$ cat src/rtl/pbi_pkg.sv
package pbi_pkg;
  localparam int CTRL_W   = 10;
  localparam int DUAL_BIT = 6;
  localparam int INT_BIT  = 9;

  // strobes from the control side to the datapath
  typedef struct packed {
    logic load;
    logic toggle;
    logic clearFlag;
  } strobe_t;
endpackage

$ cat src/rtl/pbi_strobe_ctrl.sv
module pbi_strobe_ctrl #(
  parameter int SYNC_STAGES = 2
) (
  input  logic             clk,
  input  logic             rstN,
  input  logic             csN,
  input  logic             wrN,
  input  logic             rdN,
  input  logic             dualMode,
  input  logic             convActive,
  output pbi_pkg::strobe_t strb,
  output logic             startReq,
  output logic             abortReq
);
  localparam int LAST = SYNC_STAGES - 1;

  // bit 0 select, bit 1 write, bit 2 read
  logic [2:0] stage [SYNC_STAGES];
  logic [2:0] prevPins;

  genvar g;
  for (g = 0; g < SYNC_STAGES; g++) begin : gSync
    if (g == 0) begin : gFirst
      always_ff @(posedge clk or negedge rstN)
        if (!rstN) stage[0] <= 3'b111;
        else       stage[0] <= {rdN, wrN, csN};
    end else begin : gNext
      always_ff @(posedge clk or negedge rstN)
        if (!rstN) stage[g] <= 3'b111;
        else       stage[g] <= stage[g-1];
    end
  end

  always_ff @(posedge clk or negedge rstN)
    if (!rstN) prevPins <= 3'b111;
    else       prevPins <= stage[LAST];

  logic [2:0] curPins;
  logic       selected, wrRise, wrFall, rdRise, rdFall, accessFall, abortNow;

  always_comb begin
    curPins    = stage[LAST];
    selected   = ~curPins[0];
    wrRise     = selected &  curPins[1] & ~prevPins[1];
    wrFall     = selected & ~curPins[1] &  prevPins[1];
    rdRise     = selected &  curPins[2] & ~prevPins[2];
    rdFall     = selected & ~curPins[2] &  prevPins[2];
    accessFall = wrFall | rdFall;
    abortNow   = accessFall & convActive;
    strb.load      = wrRise;
    strb.toggle    = rdRise & dualMode;
    strb.clearFlag = accessFall;
  end

  always_ff @(posedge clk or negedge rstN)
    if (!rstN) begin
      startReq <= 1'b0;
      abortReq <= 1'b0;
    end else begin
      startReq <= wrRise;
      abortReq <= abortNow;
    end
endmodule

$ cat src/rtl/pbi_datapath.sv
module pbi_datapath #(
  parameter int DATA_W = 10
) (
  input  logic              clk,
  input  logic              rstN,
  input  pbi_pkg::strobe_t  strb,
  input  logic              csN,
  input  logic              rdN,
  input  logic [DATA_W-1:0] busIn,
  input  logic              convActive,
  input  logic              convDone,
  input  logic [DATA_W-1:0] result1,
  input  logic [DATA_W-1:0] result2,
  output logic [DATA_W-1:0] ctrlReg,
  output logic [DATA_W-1:0] busOut,
  output logic              busOe,
  output logic              flagN
);
  logic readPtr;
  logic intPending;

  always_ff @(posedge clk or negedge rstN)
    if (!rstN) ctrlReg <= '0;
    else if (strb.load) ctrlReg <= busIn;

  // a write resets the pointer; a finished dual-mode read flips it
  always_ff @(posedge clk or negedge rstN)
    if (!rstN)            readPtr <= 1'b0;
    else if (strb.load)   readPtr <= 1'b0;
    else if (strb.toggle) readPtr <= ~readPtr;

  // completion wins over a clear arriving in the same cycle
  always_ff @(posedge clk or negedge rstN)
    if (!rstN)               intPending <= 1'b0;
    else if (convDone)       intPending <= 1'b1;
    else if (strb.clearFlag) intPending <= 1'b0;

  always_comb begin
    busOe  = ~csN & ~rdN;
    busOut = (ctrlReg[pbi_pkg::DUAL_BIT] & readPtr) ? result2 : result1;
    flagN  = ctrlReg[pbi_pkg::INT_BIT] ? ~intPending : ~convActive;
  end
endmodule

$ cat src/rtl/parbus_host_if.sv
module parbus_host_if #(
  parameter int DATA_W      = pbi_pkg::CTRL_W,
  parameter int SYNC_STAGES = 2
) (
  input  logic              clk,
  input  logic              rstN,
  input  logic              csN,
  input  logic              wrN,
  input  logic              rdN,
  input  logic [DATA_W-1:0] busIn,
  output logic [DATA_W-1:0] busOut,
  output logic              busOe,
  input  logic              convActive,
  input  logic              convDone,
  input  logic [DATA_W-1:0] result1,
  input  logic [DATA_W-1:0] result2,
  output logic [DATA_W-1:0] ctrlReg,
  output logic              startReq,
  output logic              abortReq,
  output logic              flagN
);
  pbi_pkg::strobe_t strb;

  pbi_strobe_ctrl #(.SYNC_STAGES(SYNC_STAGES)) uCtrl (
    .clk(clk), .rstN(rstN), .csN(csN), .wrN(wrN), .rdN(rdN),
    .dualMode(ctrlReg[pbi_pkg::DUAL_BIT]), .convActive(convActive),
    .strb(strb), .startReq(startReq), .abortReq(abortReq)
  );

  pbi_datapath #(.DATA_W(DATA_W)) uData (
    .clk(clk), .rstN(rstN), .strb(strb), .csN(csN), .rdN(rdN),
    .busIn(busIn), .convActive(convActive), .convDone(convDone),
    .result1(result1), .result2(result2), .ctrlReg(ctrlReg),
    .busOut(busOut), .busOe(busOe), .flagN(flagN)
  );
endmodule

$ cat config.mk
export PLATFORM = sky130hd
export DESIGN_NAME = parbus_host_if
export DESIGN_NICKNAME = d
export VERILOG_FILES = /design/src/rtl/pbi_pkg.sv /design/src/rtl/pbi_strobe_ctrl.sv /design/src/rtl/pbi_datapath.sv /design/src/rtl/parbus_host_if.sv
export SDC_FILE = /design/constraint.sdc
export NUM_CORES = 1
export LEC_CHECK = 0
export BUFFER_PORTS_ARGS = -buffer_cell sky130_fd_sc_hd__buf_2
export CAP_MARGIN = 40
export CORE_MARGIN = 2
export CORE_UTILIZATION = 40
export DETAILED_ROUTE_END_ITERATION = 7
export PLACE_DENSITY = 0.79
export REMOVE_ABC_BUFFERS = 1
export SKIP_LAST_GASP = 1
export SYNTH_ARGS = -nofsm -noshare
export SYNTH_HDL_FRONTEND = slang
export SYNTH_HIERARCHICAL = 1
export SYNTH_SLANG_ARGS = --single-unit
$ cat constraint.sdc
create_clock -name clk -period 1.6 [get_ports clk]
set_input_delay 0.08 -clock clk [delete_from_list [all_inputs] [get_ports clk]]
set_output_delay 0.08 -clock clk [all_outputs]
set_load 0.02 [all_outputs]
# ---- After elaboration in Yosys (flattened, before gate mapping)
# Index checks and enable logic that the tools add are counted.
# Widths: inputs -> output; s select.
dict set report totals {
  inputBits 37
  out_inout_bits 24
  word_cells 39
  reg_bits 23
}
dict set report classes {
  bitwise_logic 23
  n_reduce_logical 2
  muxes 6
}
# op n
set op_table {}
lappend op_table {{$and 1x1->1} 12}
lappend op_table {{$mux 10} 1}
lappend op_table {{$not 1->1} 10}
lappend op_table {{$mux 1} 5}
lappend op_table {{$reduce_bool 2->1} 2}
lappend op_table {{$or 1x1->1} 1}

# ---- Logic depth before layout (Yosys ltp)
dict set report logic_depth {
  depth_word 6
  mapped_depth 5
  depth_no_buf 4
}

# ---- Hierarchy
# The synthesis kept the hierarchy.
# module area_per_inst_um2 seq_area_each_um2 n_inst cells_each
set modules_own_cells {}
lappend modules_own_cells {pbi_datapath 581.8 300.3 1 40}
lappend modules_own_cells {pbi_strobe_ctrl 324.1 260.2 1 19}

# ---- Worst setup path after synthesis
# Ideal clock, no wire load.
dict set report synth_path {
  kind {register to register}
  from {reg uCtrl.stage (netlist bit uCtrl/curPins[1])}
  to {reg uData.ctrlReg[0]}
  t_required_ns 1.475
  setup_ns 0.125
  slack_ns 0.136
  synth_period_minus_slack_ns 1.464
  path_stages_with_launch 5
  n_path_buf 2
  arrival_ns 1.340
  cell_sequence {dfstp_2 -> nor3b_1 -> buf_4 -> buf_4 -> mux2_2}
}
dict set report synth_via {
  elab_chain_len 2
}
# item line
set synth_rtl {}
lappend synth_rtl {{start, declared} pbi_strobe_ctrl.sv:18} ;# logic [2:0] stage [SYNC_STAGES];
lappend synth_rtl {{start signal, assigned by index} pbi_strobe_ctrl.sv:30} ;# else stage[g] <= stage[g-1];
lappend synth_rtl {{$and 1x1->1 (2 in series)} pbi_strobe_ctrl.sv:44} ;# wrRise = selected & curPins[1] & ~prevPins[1];
lappend synth_rtl {{named net uCtrl.wrRise} pbi_strobe_ctrl.sv:39} ;# logic selected, wrRise, wrFall, rdRise, rdFall, accessFall, abortNow;
lappend synth_rtl {{end signal, assigned} pbi_datapath.sv:24} ;# else if (strb.load) ctrlReg <= busIn;
lappend synth_rtl {{end, declared} pbi_datapath.sv:14} ;# output logic [DATA_W-1:0] ctrlReg,
# The timed path passes the listed nets, and every way through them passes these cells.
# A chain may end at the register's enable or synchronous reset.

# ---- Worst setup path in the final report
dict set report layout_path {
  from {reg uData.ctrlReg[6]}
  to {out busOut[6]}
}
dict set report layout_via {
  elab_chain_len 2
}
# item line
set layout_rtl {}
lappend layout_rtl {{$and 1x1->1} pbi_datapath.sv:40} ;# busOut = (ctrlReg[pbi_pkg::DUAL_BIT] & readPtr) ? result2 : result1;
lappend layout_rtl {{$mux 10} pbi_datapath.sv:40}
lappend layout_rtl {{end, declared} parbus_host_if.sv:11} ;# output logic [DATA_W-1:0] busOut,
# Every way passes these cells.

==> results.yml <==
outcome:
  status: "completed"
cells_and_area:
  final_util: 0.651
  n_antenna_cell: 0
  stdcell_count: 162
  drive_above_1_share: 0.724
  syn2layout_area_growth_pct: 55.8
  fillCellCount: 174
  final_nets: 172
setup_path:
  cp_slowest_cell: "dfrtp_1"
  required_ps: 1520
  cp-end-kind: "primary output"
  cpPeakStageDelay_ps: 450
  worstSetupStartpointType: "flop"
  path_cells: "nand2_4 > mux2_2 > buf_2"
  crit_arrival_ps: 1420
  path_max_fanout: 10
  worstSetupPathType: "flop to primary output"
sta:
  fmax_mhz: 665
  fin_hold_ws_ps: 14.5
  tightest_slew_ps: 461
  hold_violations: 0
  finalSetupTns_ps: 0
  fin_crit_ps: 1500
  setup_viol: 0
  max_slew_margin: 0.693
  rsz0062_at_grt: "false"
  fin_worst_skew_ps: 10.3
  fin_crit_sh: 0.940
  maxSlewViolCount: 0
routing:
  dr_total_vias: 734
  routed_wirelength_um: 1950
  drt_iter0_drc: 2
  dr.pass1.iters: 3
  ant_nets: 0
  drc: 0
  wl_per_cell_um: 12.0
  viasPerCell: 4.53
clock_network:
  htreeDepth: 1
  numCtsBuffers: 3
  clockBufferDepth: 2
  cts_tree: "done"
  path_clk_slew_ps: 120
  cts_setup_buffers: 0
  cts.sinks: 22
  cts-root-buf: "clkbuf_4"
  worstSkewPairLatency_ps: 300
  hold_buffers: 11
  cts_resized: 0
job:
  drv_cap: 0
placed_design:
  dpl.hpwl_um: 1390
  port_buffers: 60
  gp_congestion: 0.647
  dp.cells: 146
yosys:
  yosys_warnings: 6
  synthCells: 59
  synth-seq-area-share: 0.619
  syn_avg_cell_area_um2: 15.4
  yosysUniqueCellTypes: 14
  synth_seq_cells: 22
  syn_area_um2: 906
grt:
  grt_first_pass_wirelength_um: 2840
  grt_pass1_vias: 706
  grt_usage: 0.146
  antenna_found_initial: 0
  grt_max_degree: 23
  overflow: 0
die:
  start_util: 0.418
  core_um2: 2170
  io_pins: 61
  die_h_um: 51.6
  dieArea_um2: 2660
  row_count: 17
  die_w_um: 51.6
power:
  peakVddDrop_v: 0.000764
  p_seq_frac: 0.443
  power_density_nw_per_um2: 1090
  switchingPower_mw: 0.434
  leakage_nw: 0.705
  combPwrFrac: 0.290
  power.internal_mw: 1.10
  clkPwrFrac: 0.267
  swShare: 0.283
worst_hold_path:
  hp-class: "primary input to flop"
## path summary, 6_finish.rpt
check,start,end,slack (ps),cells past startpoint
setup / recovery,uData/ctrlReg[6],busOut[6],100,3
hold / removal,busIn[7],uData/ctrlReg[7],10,2
setup reg to reg,uCtrl/curPins[1],uData/ctrlReg[1],190,3
hold reg to reg,uCtrl/curPins[1],uCtrl/prevPins[1],370,0
max in group asynchronous,rstN,uCtrl/curPins[1],990,2
min in group asynchronous,rstN,uData/ctrlReg[5],260,2
## layout make-up
cell class              instances  area [um^2]  area share
inverters                       1         3.75     0.00266
clock buffers                   3         22.5      0.0160
multi-input cells              33          324       0.230
flip-flops and latches         22          561       0.397
clock inverters                 1         30.0      0.0213
well taps                      28         35.0      0.0248
repair buffers                 74          435       0.309
## per-layer routing
layer | vias to the layer above | global-route usage | share of wire
met5 | - | 0 | 0
met4 | 0 | 0.0658 | 0.0077
met3 | 2 | 0.0287 | 0.095
met2 | 42 | 0.301 | 0.54
met1 | 336 | 0.131 | 0.36
li1 | 354 | - | -
## through the flow
step | worst slack, ps | power, mW | cell area (um^2)
finish | 95.5 | 1.54 | 1410
global route | 16.2 | 1.61 | 1410
CTS | 73.6 | 1.55 | 1400
detailed placement | 188 | 1.11 | 1240
global placement | 259 | 1.10 | 1240
floorplan | -356 | 0.950 | 883
## cells in the mapped netlist, drive strengths merged
library cell / number / area [um^2]
mux2: 20 / 225
dfrtp: 14 / 350
dfstp: 8 / 210
buf: 3 / 22.5
nand2b: 3 / 18.8
a21oi: 2 / 10.0
nor2: 2 / 7.51
a21o: 1 / 7.51
and4bb: 1 / 12.5
inv: 1 / 3.75
mux2i: 1 / 10.0
nand2: 1 / 11.3
nor3b: 1 / 7.51
xnor2: 1 / 8.76
## flip-flops by register name, summed over array words and instances, names as in the netlist
register          flops
uCtrl/abortReq        1
uCtrl/startReq        1
uData/intPending      1
uData/ctrlReg        10
uCtrl/prevPins        2
uCtrl/curPins         3
uCtrl/stage           3
uData/readPtr         1
## cell families (layout without fill, tap and decap cells)
family	after synthesis	after routing	synth area share
DFF	22	22	0.619
muxes	21	21	0.260
and+or+nand+nor	8	8	0.0635
buffers and inverters	4	79	0.0290
AOI/OAI and AO/OA	3	3	0.0193
xor gates and xnor gates	1	1	0.00967
## worst max-delay path: cells and delay by family (launching register included)
family	cells	cell delay, ps
buffers and inverters	1	160
flip-flops	1	450
multiplexers	1	350
AND/OR/NAND/NOR	1	160
## power groups by stage
stage | Clock (mW) | Combinational, mW | Sequential, mW
floorplan | 0 | 0.200 | 0.750
global placement | 0 | 0.412 | 0.689
detailed placement | 0 | 0.423 | 0.691
CTS | 0.425 | 0.445 | 0.683
global route | 0.444 | 0.473 | 0.691
finish | 0.410 | 0.445 | 0.680
## placed cells by master, fill, tap and decap left out
master and n:
buf_2 60, mux2_2 20, dfrtp_1 14, dlygate4sd3_1 12, dfstp_2 8, clkbuf_4 3, nand2b_1 3, buf_4 2
a21oi_1 2, nor2_1 2, bufinv_16 1, nor3b_2 1, and4bb_2 1, nand2_4 1, mux2i_1 1, xnor2_1 1
inv_1 1, a21o_1 1
(Power assumes the default switching activity.)
